$ cat src/rtl/clause_row_pkg.sv
package clause_row_pkg;

  localparam logic [1:0] CODE_NONE = 2'b00;
  localparam logic [1:0] CODE_BOTH = 2'b11;
  localparam logic [1:0] CNT_ZERO  = 2'b00;
  localparam logic [1:0] CNT_ONE   = 2'b01;
  localparam logic [1:0] CNT_MANY  = 2'b10;

  // status the cell datapath reports to the termination control
  typedef struct packed {
    logic       sat;
    logic [1:0] freeCnt;
    logic       confSeen;
  } rowStatus_t;

  // strobes the termination control returns to the cells
  typedef struct packed {
    logic impDrv;
    logic ccDrv;
  } termStrobe_t;

  function automatic logic [1:0] satInc(input logic [1:0] cnt, input logic inc);
    if (!inc)               return cnt;
    else if (cnt == CNT_ZERO) return CNT_ONE;
    else                    return CNT_MANY;
  endfunction

endpackage

$ cat src/rtl/clause_row_cells.sv
module clause_row_cells
  import clause_row_pkg::*;
#(
  parameter int N = 8
) (
  input  logic          clk,
  input  logic          rstN,
  input  logic          wrEn,
  input  logic [2*N-1:0] wrCode,
  input  logic [N-1:0]  busLit,
  input  logic [N-1:0]  busLitBar,
  input  logic [N-1:0]  busImp,
  input  termStrobe_t   strobe,
  output rowStatus_t    status,
  output logic [N-1:0]  drvLit,
  output logic [N-1:0]  drvLitBar,
  output logic [N-1:0]  drvImp
);

  logic [N-1:0][1:0] code;
  logic [N:0][1:0]   cntChain;
  logic [N-1:0]      isPart;
  logic [N-1:0]      isFree;
  logic [N-1:0]      isMatch;
  logic [N-1:0]      isConf;
  logic [N-1:0]      drvEn;

  assign cntChain[0] = CNT_ZERO;

  for (genvar i = 0; i < N; i++) begin : g_cell
    logic [1:0] inCode;
    assign inCode = wrCode[2*i+1:2*i];

    always_ff @(posedge clk or negedge rstN) begin
      if (!rstN)     code[i] <= CODE_NONE;
      else if (wrEn) code[i] <= (inCode == CODE_BOTH) ? CODE_NONE : inCode;
    end

    assign isPart[i]  = code[i][1] | code[i][0];
    assign isFree[i]  = isPart[i] & ~busLit[i] & ~busLitBar[i];
    assign isMatch[i] = isPart[i] & ({busLit[i], busLitBar[i]} == code[i]);
    assign isConf[i]  = isPart[i] & busLit[i] & busLitBar[i] & busImp[i];

    assign cntChain[i+1] = satInc(cntChain[i], isFree[i]);

    assign drvEn[i]     = strobe.ccDrv | (strobe.impDrv & isFree[i]);
    assign drvLit[i]    = drvEn[i] & code[i][1];
    assign drvLitBar[i] = drvEn[i] & code[i][0];
    assign drvImp[i]    = strobe.impDrv & isFree[i];
  end

  assign status.sat      = |isMatch;
  assign status.freeCnt  = cntChain[N];
  assign status.confSeen = |isConf;

endmodule

$ cat src/rtl/clause_row_term.sv
module clause_row_term
  import clause_row_pkg::*;
(
  input  rowStatus_t  status,
  output termStrobe_t strobe
);

  logic unitRow;
  logic emptyRow;

  always_comb begin
    unitRow       = !status.sat && (status.freeCnt == CNT_ONE);
    emptyRow      = !status.sat && (status.freeCnt == CNT_ZERO);
    strobe.impDrv = unitRow;
    strobe.ccDrv  = emptyRow || (unitRow && status.confSeen);
  end

endmodule

$ cat src/rtl/clause_row.sv
module clause_row
  import clause_row_pkg::*;
#(
  parameter int N = 8
) (
  input  logic           clk,
  input  logic           rstN,
  input  logic           wrEn,
  input  logic [2*N-1:0] wrCode,
  input  logic [N-1:0]   busLit,
  input  logic [N-1:0]   busLitBar,
  input  logic [N-1:0]   busImp,
  output logic [N-1:0]   drvLit,
  output logic [N-1:0]   drvLitBar,
  output logic [N-1:0]   drvImp,
  output logic           clauseSat,
  output logic [1:0]     freeCnt,
  output logic           impDrv,
  output logic           ccDrv
);

  rowStatus_t  status;
  termStrobe_t strobe;

  clause_row_cells #(.N(N)) u_cells (
    .clk       (clk),
    .rstN      (rstN),
    .wrEn      (wrEn),
    .wrCode    (wrCode),
    .busLit    (busLit),
    .busLitBar (busLitBar),
    .busImp    (busImp),
    .strobe    (strobe),
    .status    (status),
    .drvLit    (drvLit),
    .drvLitBar (drvLitBar),
    .drvImp    (drvImp)
  );

  clause_row_term u_term (
    .status (status),
    .strobe (strobe)
  );

  assign clauseSat = status.sat;
  assign freeCnt   = status.freeCnt;
  assign impDrv    = strobe.impDrv;
  assign ccDrv     = strobe.ccDrv;

endmodule

$ cat config.mk
export PLATFORM = sky130hd
export DESIGN_NAME = clause_row
export DESIGN_NICKNAME = d
export VERILOG_FILES = /design/src/rtl/clause_row_pkg.sv /design/src/rtl/clause_row_cells.sv /design/src/rtl/clause_row_term.sv /design/src/rtl/clause_row.sv
export SDC_FILE = /design/constraint.sdc
export NUM_CORES = 1
export LEC_CHECK = 0
export BUFFER_PORTS_ARGS = -buffer_cell sky130_fd_sc_hd__buf_4
export CAP_MARGIN = 0
export CORE_MARGIN = 4
export CORE_UTILIZATION = 42
export CTS_CLUSTER_SIZE = 40
export DETAILED_ROUTE_END_ITERATION = 16
export MAX_ROUTING_LAYER = met4
export PLACE_DENSITY = 0.76
export RECOVER_POWER = 25
export SYNTH_ARGS = -nofsm -noshare
export SYNTH_HDL_FRONTEND = slang
export SYNTH_HIERARCHICAL = 1
export SYNTH_SLANG_ARGS = --single-unit
$ cat constraint.sdc
create_clock -name clk -period 2.7 [get_ports clk]
set_input_delay 0.135 -clock clk [delete_from_list [all_inputs] [get_ports clk]]
set_output_delay 0.135 -clock clk [all_outputs]
set_load 0.005 [all_outputs]
==> metrics <==
Initial Utilization=44.67%; cell family with most CP delay=compound AO/OA/AOI/OAI gates; Final Max Tran Viols=0; CTS sink cnt=16; endpoints failing hold=0; most frequent cell after synthesis=nor2_1; slowest CP cell=dfrtp_1; Leak=1.122 nW; final worst slack=-0.4744 ns; layout cells sized above 1=49.32%; Max-Cap Viols=0; Root Buffer Master=clkbuf_8; Largest register FFs=16; Synth Flop Type=dfrtp_1; Slowest Stage Delay on Critical Path=0.37 ns; cts bufs inserted=3; drt drc=0; ANT cells=0; DIE AREA=4694 µm²; Yosys cell types=39; syn nets=233; violated checks=setup timing; post-DP HPWL=4152 µm; Worst Hold Class=in -> reg; worst vdd ir=0.2337 mV; grt ovf=0; Post-synth top cells=28 x nor2_1, 18 x o21ai_0, 16 x dfrtp_1, 16 x inv_1, 16 x nand3b_1; row count=21; post-synth top area share=26.04%; Detailed Route WL=5139 µm; top cells by area, synth=dfrtp_1 26%, nand3b_1 7.8%, nor2_1 6.8%; Worst-path clk slew=0.07 ns; die width=68.51 µm; WHS=0.1292 ns; Finish-stage setup viols=26; crit path kind=reg -> out; status=finished with violations; total power divided by cell area=387.4 nW/µm²; crit end category=output port; biggest regs=u_cells/code (16); CTS tree=done; Syn Std Cell Area=1538 µm²; PortBufs=71; Area Overhead vs Synth=64.52%; worst path bufs/invs=3; Worst Path Arrival=3.04 ns; r2r setup slk=1.80 ns; Most flops, register=u_cells/code; fin crit period=3.174 ns; DRT antenna net count=0; CP required=2.57 ns; unrepaired setup endpoints after global routing=yes; routed length per instance=15.11 µm; sequential cell area fraction in the yosys report=26.04%; ys async rst share=100.0%; IO Count=72; DR vias/cell=5.418; Peak Freq=315.0 MHz; Layout Nets=341; CP startpoint kind=register; initial antenna violation count=0; vias=1842; RePlAce Congestion=0.8877; Worst Max-Slew Pin Slew=0.9474 ns; Mapped Cells=188; GRT Overall Usage=23.45%; critical path cell sequence=inv_2, a211oi_4, ha_4, a211oi_4, and3_1, a221oi_2, o211a_1, o32ai_2, nor3b_2, buf_4, and3_2, nor2_1, nor2_1, buf_4; fin crit share=117.6%; core area=3442 µm²; H-tree levels=1; Initial DRC Count=105; number of enable flip-flop cells after synthesis=0; Die Y=68.51 µm; vias in the first global route=1774; Worst slew margin=36.84%; total negative slack=-10.51 ns; maximum fanout along the worst path=9; global-route wire length before repair=8017 µm; TritonRoute pass-1 iters=4; final core utilization=73.50%; clk_skew=0 ns; register bit count reported by yosys=16; Clock Tree Buf Depth=2; largest area contributor in the netlist=dfrtp_1; Mean Syn Cell Area=8.179 µm²; largest net degree at the start of global routing=33; synth warn=6; Worst-Skew Late Latency=0.24 ns
-- tightest hold or removal path, stage by stage --
cell	delay, ns
buf_4	0.08
nand3b_1	0.06
o21ai_0	0.06
-- metrics by stage --
stage               cell area [µm²]  std cells  setup slack, ns   power, W
finish                         2530        340          -0.4744  0.0009800
floorplan                      1565        188         0.003953  0.0005047
detailed placement             2350        329          -0.2180  0.0007386
global placement               2350        329          -0.1993  0.0007323
global route                   2530        340          -0.6455   0.001040
CTS                            2476        337          -0.4352  0.0009548
-- worst paths after layout --
kind,startpoint,endpoint,cells past startpoint
worst max-delay path,u_cells/code[2]$_DFFE_PN0P_,drvLit[2],14
worst min-delay path,wrCode[7],u_cells/code[7]$_DFFE_PN0P_,3
worst max register to register,u_cells/code[3]$_DFFE_PN0P_,u_cells/code[3]$_DFFE_PN0P_,4
worst min register to register,u_cells/code[5]$_DFFE_PN0P_,u_cells/code[5]$_DFFE_PN0P_,2
max in group asynchronous,rstN,u_cells/code[13]$_DFFE_PN0P_,2
min in group asynchronous,rstN,u_cells/code[11]$_DFFE_PN0P_,2
-- layout by cell type (no fill, tap or decap), types with 2 or more instances in the layout --
cell         n
dfrtp_1     16
inv_2       10
buf_6        4
o21ai_0     18
clkbuf_8     3
nor2_1      28
inv_1       12
nor4b_1      8
o2111ai_1    7
and2_1       7
nand3_2      2
nand3b_1    16
nor4_1       4
nand4b_1     2
nand4_1      6
a2111oi_4    2
nand3_1     10
a211oi_4     7
xnor2_1      8
buf_4      102
-- routing by layer --
metal,GRT usage [%],vias up,routed length (µm)
li1,-,902,-
met1,32.49,869,2338
met2,36.83,67,2447
met3,2.107,4,314
met4,5.955,0,38
met5,-,-,0
-- area by class of cell --
class / instances / area (µm²)
fill: 275 / 912.1
timing repair buffer: 108 / 824.5
clock buffer: 3 / 41.29
multi-input combinational: 145 / 1124
tap: 46 / 57.56
sequential: 16 / 400.4
inverter: 22 / 82.58
-- report_power, final --
part	internal [W]	total, W	switching, W
clock network	0.0000988	0.000182	0.0000831
logic	0.000274	0.000520	0.000246
registers	0.000259	0.000278	0.0000189
total	0.000632	0.000980	0.000348
-- cells by family after synthesis --
kind of cell	after synthesis	share of synthesized area, %
AND/OR/NAND/NOR	92	35.88
flip-flops	16	26.04
buffers and inverters	27	6.916
adder cells (fa/ha/maj)	2	1.627
AO/OA/AOI/OAI	43	24.98
XOR/XNOR	8	4.557
-- repair_timing --
item                       CTS  global route
pin swaps                    2             6
gates cloned                 0             0
resized for setup            8             8
setup endpoints to repair   26            27
hold buffers                 1             0
hold endpoints to repair    16             0
buffers inserted             4             3
(Power assumes the default switching activity.)
